`src/rtl/vtile_pkg.sv`:
```
package vtile_pkg;
  localparam int DESC_W = 64;
  localparam int DIR_LO = 0;
  localparam int REP_LO = 8;
  localparam int PAD_LO = 16;
  localparam int CMP_BIT = 36;
  localparam logic [7:0] DIR_VERT4 = 8'd1;
  localparam logic [DESC_W-1:0] RSVD_MASK = 64'h00FF_FFEF_FFF0_0000;

  typedef struct packed {
    logic       legal;
    logic [7:0] reps;
    logic [3:0] pad;
  } layout_t;
endpackage

```
`src/rtl/vtile_desc_check.sv`:
```
module vtile_desc_check
  import vtile_pkg::*;
#(
  parameter int COL_BITS = 40,
  parameter int WORD_W   = 128
) (
  input  logic [DESC_W-1:0] desc,
  output layout_t           lay
);
  int   span;
  logic bad_dir, bad_rsvd, bad_cmp, bad_size;

  always_comb begin
    lay.reps = desc[REP_LO +: 8];
    lay.pad  = desc[PAD_LO +: 4];
    span     = int'(lay.reps) * COL_BITS + int'(lay.pad);
    bad_dir  = desc[DIR_LO +: 8] != DIR_VERT4;
    bad_rsvd = |(desc & RSVD_MASK);
    bad_cmp  = desc[CMP_BIT];
    bad_size = (lay.reps == 8'd0) || (span > WORD_W);
    lay.legal = !(bad_dir || bad_rsvd || bad_cmp || bad_size);
  end
endmodule

```
`src/rtl/vtile_col_accum.sv`:
```
module vtile_col_accum #(
  parameter int COL_BITS = 40,
  parameter int MAX_COLS = 3,
  parameter int CNT_W    = 2
) (
  input  logic                         clk,
  input  logic                         rst_n,
  input  logic                         clr,
  input  logic                         take,
  input  logic                         last_in,
  input  logic [CNT_W-1:0]             last_col,
  input  logic [COL_BITS-1:0]          col_in,
  output logic                         word_done,
  output logic                         busy,
  output logic [MAX_COLS*COL_BITS-1:0] word_bits
);
  logic [CNT_W-1:0] col_q, col_d;
  logic             col_en;

  assign word_done = take && (last_in || (col_q == last_col));
  assign busy      = col_q != '0;
  assign col_en    = clr || take;

  always_comb begin
    if (clr || word_done) col_d = '0;
    else if (take)        col_d = col_q + 1'b1;
    else                  col_d = col_q;
  end

  always_ff @(posedge clk or negedge rst_n) begin
    if (!rst_n)      col_q <= '0;
    else if (col_en) col_q <= col_d;
  end

  for (genvar c = 0; c < MAX_COLS; c++) begin : g_slot
    logic [COL_BITS-1:0] q, d;
    logic                hit;

    assign hit = take && (col_q == CNT_W'(c));
    assign word_bits[c*COL_BITS +: COL_BITS] = hit ? col_in : q;

    always_comb begin
      if (clr || word_done) d = '0;
      else if (hit)         d = col_in;
      else                  d = q;
    end

    always_ff @(posedge clk or negedge rst_n) begin
      if (!rst_n)      q <= '0;
      else if (col_en) q <= d;
    end
  end
endmodule

```
`src/rtl/vtile_packer.sv`:
```
module vtile_packer
  import vtile_pkg::*;
#(
  parameter int SAMPLE_W = 10,
  parameter int ROWS     = 4,
  parameter int WORD_W   = 128
) (
  input  logic                     clk,
  input  logic                     rst_n,
  input  logic                     cfg_valid,
  input  logic [DESC_W-1:0]        cfg_desc,
  output logic                     cfg_err,
  input  logic                     in_valid,
  output logic                     in_ready,
  input  logic [ROWS*SAMPLE_W-1:0] in_col,
  input  logic                     in_last,
  output logic                     out_valid,
  input  logic                     out_ready,
  output logic [WORD_W-1:0]        out_data,
  output logic                     out_last
);
  localparam int COL_BITS = ROWS * SAMPLE_W;
  localparam int MAX_COLS = WORD_W / COL_BITS;
  localparam int ACC_W    = MAX_COLS * COL_BITS;
  localparam int CNT_W    = (MAX_COLS > 1) ? $clog2(MAX_COLS) : 1;

  layout_t          lay;
  logic             ok_q, ok_d, err_q, err_d;
  logic [CNT_W-1:0] lastc_q, lastc_d;
  logic [7:0]       reps_m1;
  logic             busy, idle, cfg_take, take, word_done;
  logic [ACC_W-1:0] word_bits;
  logic             ov_q, ov_d, ol_q, ol_d, out_en;
  logic [WORD_W-1:0] od_q, od_d;

  vtile_desc_check #(.COL_BITS(COL_BITS), .WORD_W(WORD_W)) u_chk_desc (
    .desc (cfg_desc),
    .lay  (lay)
  );

  assign idle     = !busy && !ov_q;
  assign cfg_take = cfg_valid && idle;
  assign in_ready = ok_q && !cfg_take && (!ov_q || out_ready);
  assign take     = in_valid && in_ready;

  vtile_col_accum #(.COL_BITS(COL_BITS), .MAX_COLS(MAX_COLS), .CNT_W(CNT_W)) u_accum (
    .clk       (clk),
    .rst_n     (rst_n),
    .clr       (cfg_take),
    .take      (take),
    .last_in   (in_last),
    .last_col  (lastc_q),
    .col_in    (in_col),
    .word_done (word_done),
    .busy      (busy),
    .word_bits (word_bits)
  );

  // descriptor next state
  always_comb begin
    reps_m1 = lay.reps - 8'd1;
    ok_d    = lay.legal;
    err_d   = !lay.legal;
    lastc_d = reps_m1[CNT_W-1:0];
  end

  // output stage next state
  always_comb begin
    out_en = word_done || (ov_q && out_ready);
    ov_d   = word_done || (ov_q && !out_ready);
    ol_d   = word_done ? in_last : ol_q;
    od_d   = word_done ? WORD_W'(word_bits) : od_q;
  end

  always_ff @(posedge clk or negedge rst_n) begin
    if (!rst_n) begin
      ok_q    <= 1'b0;
      err_q   <= 1'b0;
      lastc_q <= '0;
    end else if (cfg_take) begin
      ok_q    <= ok_d;
      err_q   <= err_d;
      lastc_q <= lastc_d;
    end
  end

  always_ff @(posedge clk or negedge rst_n) begin
    if (!rst_n) begin
      ov_q <= 1'b0;
      ol_q <= 1'b0;
      od_q <= '0;
    end else if (out_en) begin
      ov_q <= ov_d;
      ol_q <= ol_d;
      od_q <= od_d;
    end
  end

  assign cfg_err   = err_q;
  assign out_valid = ov_q;
  assign out_last  = ol_q;
  assign out_data  = od_q;
endmodule

```
`config.mk`:
```
export PLATFORM = sky130hd
export DESIGN_NAME = vtile_packer
export DESIGN_NICKNAME = d
export VERILOG_FILES = /design/src/rtl/vtile_pkg.sv /design/src/rtl/vtile_desc_check.sv /design/src/rtl/vtile_col_accum.sv /design/src/rtl/vtile_packer.sv
export SDC_FILE = /design/constraint.sdc
export NUM_CORES = 1
export LEC_CHECK = 0
export ABC_AREA = 1
export BUFFER_PORTS_ARGS = -buffer_cell sky130_fd_sc_hd__buf_2
export CAP_MARGIN = 40
export CORE_MARGIN = 3
export CORE_UTILIZATION = 45
export CTS_CLUSTER_DIAMETER = 120
export DETAILED_ROUTE_END_ITERATION = 12
export PLACE_DENSITY = 0.76
export SKIP_CTS_REPAIR_TIMING = 1
export SYNTH_ARGS = -nofsm -noshare
export SYNTH_HDL_FRONTEND = slang
export SYNTH_SLANG_ARGS = --single-unit
```
`constraint.sdc`:
```
create_clock -name clk -period 1.9 [get_ports clk]
set_input_delay 0.19 -clock clk [delete_from_list [all_inputs] [get_ports clk]]
set_output_delay 0.19 -clock clk [all_outputs]
set_load 0.01 [all_outputs]
```
==> results.txt, run 1 <==
----------------------------------------------------
[Run status]
  Run status ... complete, but fails checks
  Violated checks ... negative hold slack, negative setup slack

[STA]
  Setup repair after global routing missed its margin ... yes
  Final number of setup-violating endpoints ... 1
  Fin. max-slew vios ... 0
  Final Hold Viols ... 7
  Final-layout worst hold slack ... -0.104 ns
  Slew at the pin closest to its max-slew limit ... 0.531 ns
  Final setup skew ... 0.0132 ns
  Shortest period the worst path allows ... 1.90 ns
  Max Clk Rate ... 525 MHz
  Tcrit/Tclk final ... 100%
  Final total negative setup slack ... -0.00311 ns
  Final Worst Setup Slack ... -0.00311 ns
  Normalized max-slew margin ... 64.6%

[Routing]
  Drt first-iter violations ... 645
  Routed wire length ... 29.8 mm
  Detailed-router iteration count before antenna repair ... 5
  Wire per inst ... 16.3 microns
  Via-to-Cell Ratio ... 4.99
  Routed Antenna Nets ... 0
  Via count ... 9112
  Number of DRC violations after detailed routing ... 0

[Synth]
  Number of distinct standard cells referenced by the synthesized netlist ... 26
  Cells after Synth ... 1212
  #FFs+latches synth ... 248
  Synth area leaders ... dfrtp_1 (59%), o21ai_0 (11%), nand2_1 (10%)
  Netlist area before placement ... 10600 sq um
  Number of warnings issued by yosys ... 0
  Seq/Total Area, Yosys ... 58.6%
  Area share of the largest cell type after synthesis ... 58.6%
  Average instance area after synthesis ... 8.74 sq um
  Cell taking the most area after synthesis ... dfrtp_1

[CTS]
  Max Buffers Root-to-Sink ... 3
  Clock H-tree levels ... 1
  Clock Pin Slew Worst Setup and Hold Paths ... 0.06 ns
  Total CTS buffers ... 26
  CTS tree ... done
  Clock Latency Late Sink ... 0.52 ns
  Root buffer cell ... clkbuf_16
  # clock sinks ... 248

[Global route]
  Number of global-route vias before repair ... 8509
  Global-route wire length before repair ... 42.5 mm
  Gr usage total ... 19.9%
  Largest net degree at the start of global routing ... 65
  Initial antenna violation count ... 0
  Grt ovf ... 0

[Layout]
  Share of layout cells above drive strength 1 ... 25.8%
  Antenna cell count ... 0
  Sequential cell area ... 6210 sq um
  Post-layout net count ... 1623
  Filler cells ... 1903
  Footprint of the multi-input gates ... 3630 sq um
  Syn-to-layout area delta ... 33.7%

[Worst setup path]
  Register-to-register setup slack ... -0.003 ns
  Family with the most delay on the worst path ... simple AND/OR/NAND/NOR gates
  Largest fanout on the critical path ... 6
  Series of cell instances along the critical path ... inv_2 > ha_4 > nand3_4 > nand2_4 > nor2_4 > nand2_4 > clkinv_8 > buf_12 > nand2_8 > buf_12 > nand2_1 > o21ai_1 > o21ai_0
  Required time at the worst-slack endpoint ... 2.32 ns
  Setup crit start kind ... flop
  Critical Path AT ... 2.33 ns
  Reg2reg path depth ... 13
  Buffer and inverter count on the worst path ... 4
  Critical path origin ... u_accum.col_q[1]
  Max incr delay on CP ... 0.37 ns
  Startpoint-to-endpoint class of the critical path ... flop to flop
  Start of the worst register-to-register path ... u_accum.col_q[1]
  R2R Path End ... out_data[40]
  Critical Path End Type ... flop
  Cell with the biggest individual delay on the critical path ... dfrtp_1

[Power and ir drop]
  Leakage power total ... 7.62 nW
  Maximum resistive drop on vdd ... 492 uV
  Power per standard cell area ... 792 nW/um^2
  PnR Total Power ... 0.0112 W

[Job]
  Max-cap violations ... 0

[Floorplanning]
  Die Height ... 159 microns
  Starting density of the core ... 46.2%
  Cell row count ... 55
  Die Footprint ... 25400 sq um
  Placeable core area ... 22900 sq um
  Number of top-level pins ... 242
  X dimension of the die ... 159 microns

[Min path]
  Terminating pin of the worst hold path ... out_valid
  Min-Delay Path Depth ... 2
  Launch point of the worst hold path ... out_ready
  Class of the tightest hold or removal check ... primary input to flop

[Place]
  Detailed placer's ending HPWL ... 17.7 mm
  Number of port buffers ... 225
  RD Place Congestion ... 0.844

----------------------------------------------------
cell usage in the layout, fill, tap and decap left out, types with 2 or more instances in the layout:
master,Yosys,layout
buf_6,21,8
o21ai_1,6,129
nand2_8,0,4
clkbuf_1,31,6
xor2_1,3,3
clkbuf_8,0,6
bufinv_16,0,4
buf_8,0,2
buf_2,11,224
clkinv_2,0,4
clkbuf_16,0,42
dlygate4sd3_1,0,17
o21ai_2,0,27
buf_16,0,2
nor2_1,166,164
buf_12,0,20
o21ai_0,241,91
a21oi_1,3,2
nand3_1,7,7
nand2_4,0,4
or2_2,3,3
conb_1,1,8
ha_1,18,17
nor3_1,2,2
nand2_1,289,286
buf_4,8,29
inv_1,141,140
nor2_2,1,2
dfrtp_1,248,248
through the flow:
step           utilization, %  hold slack [ns]  std cells  area [sq um]  worst slack, ns
3_3_place_gp             53.7            0.179       1736         12300           -0.140
5_1_grt                  61.8           -0.128       1827         14200           -0.114
4_1_cts                  57.8           -0.364       1784         13200          -0.0288
2_1_floorplan               -           -0.106       1219         10600          0.00804
3_5_place_dp             53.7            0.190       1736         12300           -0.156
6_report                 61.8           -0.104       1827         14200         -0.00311
where the power goes:
group          internal, W             switching (W)  total (W)
clock network      0.00337                   0.00206    0.00544
registers          0.00528  0.0000000000000000000312    0.00528
logic             0.000195                  0.000303   0.000498
total              0.00885                   0.00236     0.0112
cells in the mapped netlist:
master / number
xor2_1: 3
buf_6: 21
nand2_2: 5
nand3b_1: 1
nor2_1: 166
nor2_2: 1
o21ai_4: 1
buf_4: 8
clkbuf_1: 31
conb_1: 1
or2_2: 3
nand3_2: 1
nor3_1: 2
a22o_1: 1
inv_4: 1
ha_1: 18
dfrtp_1: 248
inv_1: 141
nand2_1: 289
nand4_1: 1
a21oi_1: 3
fa_1: 1
o21ai_1: 6
nand3_1: 7
o21ai_0: 241
buf_2: 11
routing by layer:
| layer | up-vias | GRT usage, % | routed length, microns |
|---|---|---|---|
| met5 | - | 0 | 0 |
| met4 | 0 | 5.01 | 577 |
| met3 | 44 | 3.41 | 2130 |
| met2 | 360 | 34.0 | 14500 |
| met1 | 4374 | 26.6 | 12600 |
| li1 | 4334 | - | - |
final cells by class:
| type | count | area share, % |
|---|---|---|
| flip-flops and latches | 248 | 43.8 |
| clock buffers | 39 | 5.51 |
| multi-input cells | 759 | 25.7 |
| repair buffers | 317 | 17.4 |
| inverters | 142 | 3.85 |
| clock inverters | 9 | 1.04 |
| well taps | 313 | 2.76 |
sequential cells by signal, summed over array words and instances, names as in the netlist:
register,count
ok_q,1
out_valid,1
cfg_err,1
out_data,120
u_accum.col_q,2
out_last,1
lastc_q,2
u_accum.g_slot.q,120
worst max path at each step:
stage	end	cells past startpoint
finish	out_data[40]	13
detailed placement	cfg_err	12
CTS	out_data[5]	11
global route	out_data[75]	13
floorplan	u_accum.g_slot[2].q[33]	13
global placement	cfg_err	12
kinds of logic after synthesis:
group	synth area share (%)
simple gates	17.3
other cells	0.0354
fa+ha+maj	2.31
flops	58.6
compound gates	12.0
buf+inv	9.47
xor+xnor	0.248
Note: power is estimated with default switching activity, not from simulation.
==> inputs of run 2 (changes only) <==
Settings changed: PLACE_DENSITY 0.76 to 0.7.
==> run 2 against run 1 <==
Effect of this change: the run ends with negative hold slack left; utilization is 0.85 points lower; via count decreased by 3.3%; final area fell by 1.4%.
==> results.txt, run 2 (same netlist as run 1, synthesis figures left out) <==
----------------------------------------------------
[Floorplanning]
  X dimension of the die ... 159 microns (unchanged)
  Die Footprint ... 25400 sq um (unchanged)
  Number of top-level pins ... 242 (unchanged)
  Placeable core area ... 22900 sq um (unchanged)
  Cell row count ... 55 (unchanged)
  Die Height ... 159 microns (unchanged)
  Starting density of the core ... 46.2% (unchanged)

[Global route]
  Global-route wire length before repair ... 41.8 mm (-1.5%)
  Largest net degree at the start of global routing ... 60 (-7.7%)
  Number of global-route vias before repair ... 8333 (-2.1%)
  Initial antenna violation count ... 0 (unchanged)
  Gr usage total ... 19.6% (-0.27 points)
  Grt ovf ... 0 (unchanged)

[CTS]
  Clock Pin Slew Worst Setup and Hold Paths ... 0.06 ns (about the same)
  Total CTS buffers ... 26 (unchanged)
  # clock sinks ... 248 (unchanged)
  Max Buffers Root-to-Sink ... 3 (unchanged)
  Root buffer cell ... clkbuf_16
  Clock H-tree levels ... 1 (unchanged)
  Clock Latency Late Sink ... 0.52 ns (about the same)
  CTS tree ... done

[STA]
  Final Hold Viols ... 1 (-6)
  Final-layout worst hold slack ... -0.00651 ns (+0.0978 ns)
  Fin. max-slew vios ... 0 (unchanged)
  Final setup skew ... 0.00954 ns (-0.00367 ns)
  Final number of setup-violating endpoints ... 0 (-1)
  Shortest period the worst path allows ... 1.88 ns (-0.0247 ns)
  Tcrit/Tclk final ... 98.9% (-1.3 points)
  Setup repair after global routing missed its margin ... yes
  Max Clk Rate ... 532 MHz (+1.3%)

[Routing]
  Via count ... 8813 (-3.3%)
  Number of DRC violations after detailed routing ... 0 (unchanged)
  Via-to-Cell Ratio ... 4.84 (-2.9%)
  Drt first-iter violations ... 560 (-13%)
  Wire per inst ... 15.5 microns (-5.2%)
  Detailed-router iteration count before antenna repair ... 5 (unchanged)
  Routed Antenna Nets ... 0 (unchanged)
  Routed wire length ... 28.1 mm (-5.6%)

[Worst setup path]
  End point of the critical path ... out_data[45]
  Critical path origin ... u_accum.col_q[0]
  Largest fanout on the critical path ... 7 (+1)
  Reg2reg path depth ... 13 (unchanged)
  R2R Path End ... out_data[45]
  Most common cell type on the critical path ... buf_12
  Setup crit start kind ... flop
  Cell with the biggest individual delay on the critical path ... dfrtp_1
  Critical Path End Type ... flop
  Max incr delay on CP ... 0.37 ns (about the same)
  Start of the worst register-to-register path ... u_accum.col_q[0]
  Register-to-register setup slack ... 0.02 ns (+0.02 ns)
  Startpoint-to-endpoint class of the critical path ... flop to flop
  Required time at the worst-slack endpoint ... 2.30 ns (-0.02 ns)
  Critical Path AT ... 2.28 ns (-0.05 ns)
  Series of cell instances along the critical path ... inv_2 > ha_4 > nand3_4 > nand2_4 > nor2_4 > nand2_2 > clkinv_4 > o21ai_4 > buf_12 > buf_12 > clkbuf_16 > nand2_1 > o21ai_0

[Layout]
  Filler cells ... 1993 (+4.7%)
  Share of layout cells above drive strength 1 ... 26.2% (+0.45 points)
  Most used cells in the layout excluding fill and tap cells ... nand2_1 (272), dfrtp_1 (248), buf_2 (224)
  Syn-to-layout area delta ... 31.9%
  Antenna cell count ... 0 (unchanged)
  Post-layout net count ... 1617 (-0.37%)
  Commonest non-fill, non-tap cell in the layout ... nand2_1
  Core utilization of the finished layout ... 61.0% (-0.85 points)

[Job]
  Max-cap violations ... 0 (unchanged)

[Place]
  Detailed placer's ending HPWL ... 17.7 mm (-0.50%)
  RD Place Congestion ... 0.832 (-1.5%)
  Number of port buffers ... 225 (unchanged)

[Power and ir drop]
  Leakage power total ... 7.56 nW (-0.71%)
  PnR Total Power ... 0.0110 W (-1.6%)
  Power per standard cell area ... 789 nW/um^2 (-0.28%)
  Maximum resistive drop on vdd ... 470 uV (-4.3%)

[Run status]
  Run status ... complete, but fails checks
  Violated checks ... negative hold slack

[Min path]
  Min-Delay Path Depth ... 3 (+1)
  Class of the tightest hold or removal check ... primary input to flop

----------------------------------------------------
-- run 2: cell count changes in the layout (fill, tap and decap cells not counted), moves of 4 or more --
cell | previous run | this run
buf_4 | 29 | 36
buf_6 | 8 | 3
dlygate4sd3_1 | 17 | 13
nand2_1 | 286 | 272
nand2_2 | 1 | 13
nand2_4 | 4 | 9
nand2_8 | 4 | 0
o21ai_0 | 91 | 101
o21ai_2 | 27 | 19
-- run 2: layer usage --
layer	part of all wire [%]	up-vias	track usage, %
met1	44	4188	27.1
met5	0	-	0
li1	-	4319	-
met3	5.7	33	3.15
met2	49	273	32.8
met4	1.7	0	4.85
-- run 2: layout make-up --
type	count	area [sq um]	share of cell area [%]
clock buffer	36	759	5.44
clock inverter	11	144	1.03
inverter	142	538	3.85
multi-input combinational	758	3620	25.9
sequential	248	6210	44.4
tap	313	392	2.80
timing repair buffer	312	2320	16.6
-- run 2: through the flow --
step | hold slack (ns) | setup TNS [ns] | cell area (sq um) | instances | setup WS, ns
CTS | -0.426 | -0.818 | 13200 | 1783 | -0.0799
finish | -0.00651 | 0 | 14000 | 1820 | 0.0216
global placement | 0.122 | -0.177 | 12300 | 1736 | -0.134
detailed placement | 0.126 | -0.385 | 12300 | 1736 | -0.144
floorplan | -0.106 | 0 | 10600 | 1219 | 0.00804
global route | 0.00221 | -7.40 | 14000 | 1820 | -0.0898
-- run 2: how the worst min path moves through the flow --
stage,from,endpoint,slack (ns)
final,cfg_desc[8],lastc_q[0],-0.007
after floorplan,rst_n,cfg_err,-0.11
after global routing,cfg_desc[8],lastc_q[0],0.002
after detailed placement,rst_n,out_data[4],0.13
after CTS,rst_n,out_data[4],-0.43
after global placement,rst_n,out_data[4],0.12
-- run 2: worst max-delay path, delay by kind of cell, from the launching register on --
| family | cells | cell delay, ns |
|---|---|---|
| compound gates | 2 | 0.19 |
| fa+ha+maj | 1 | 0.16 |
| buf+inv | 5 | 0.62 |
| flops | 1 | 0.37 |
| simple gates | 5 | 0.41 |
-- run 2: where the power goes --
group	total (W)	switching (W)	internal (W)
Combinational	0.000484	0.000298	0.000186
Sequential	0.00528	0.0000000000000000000303	0.00528
Clock	0.00527	0.00206	0.00321
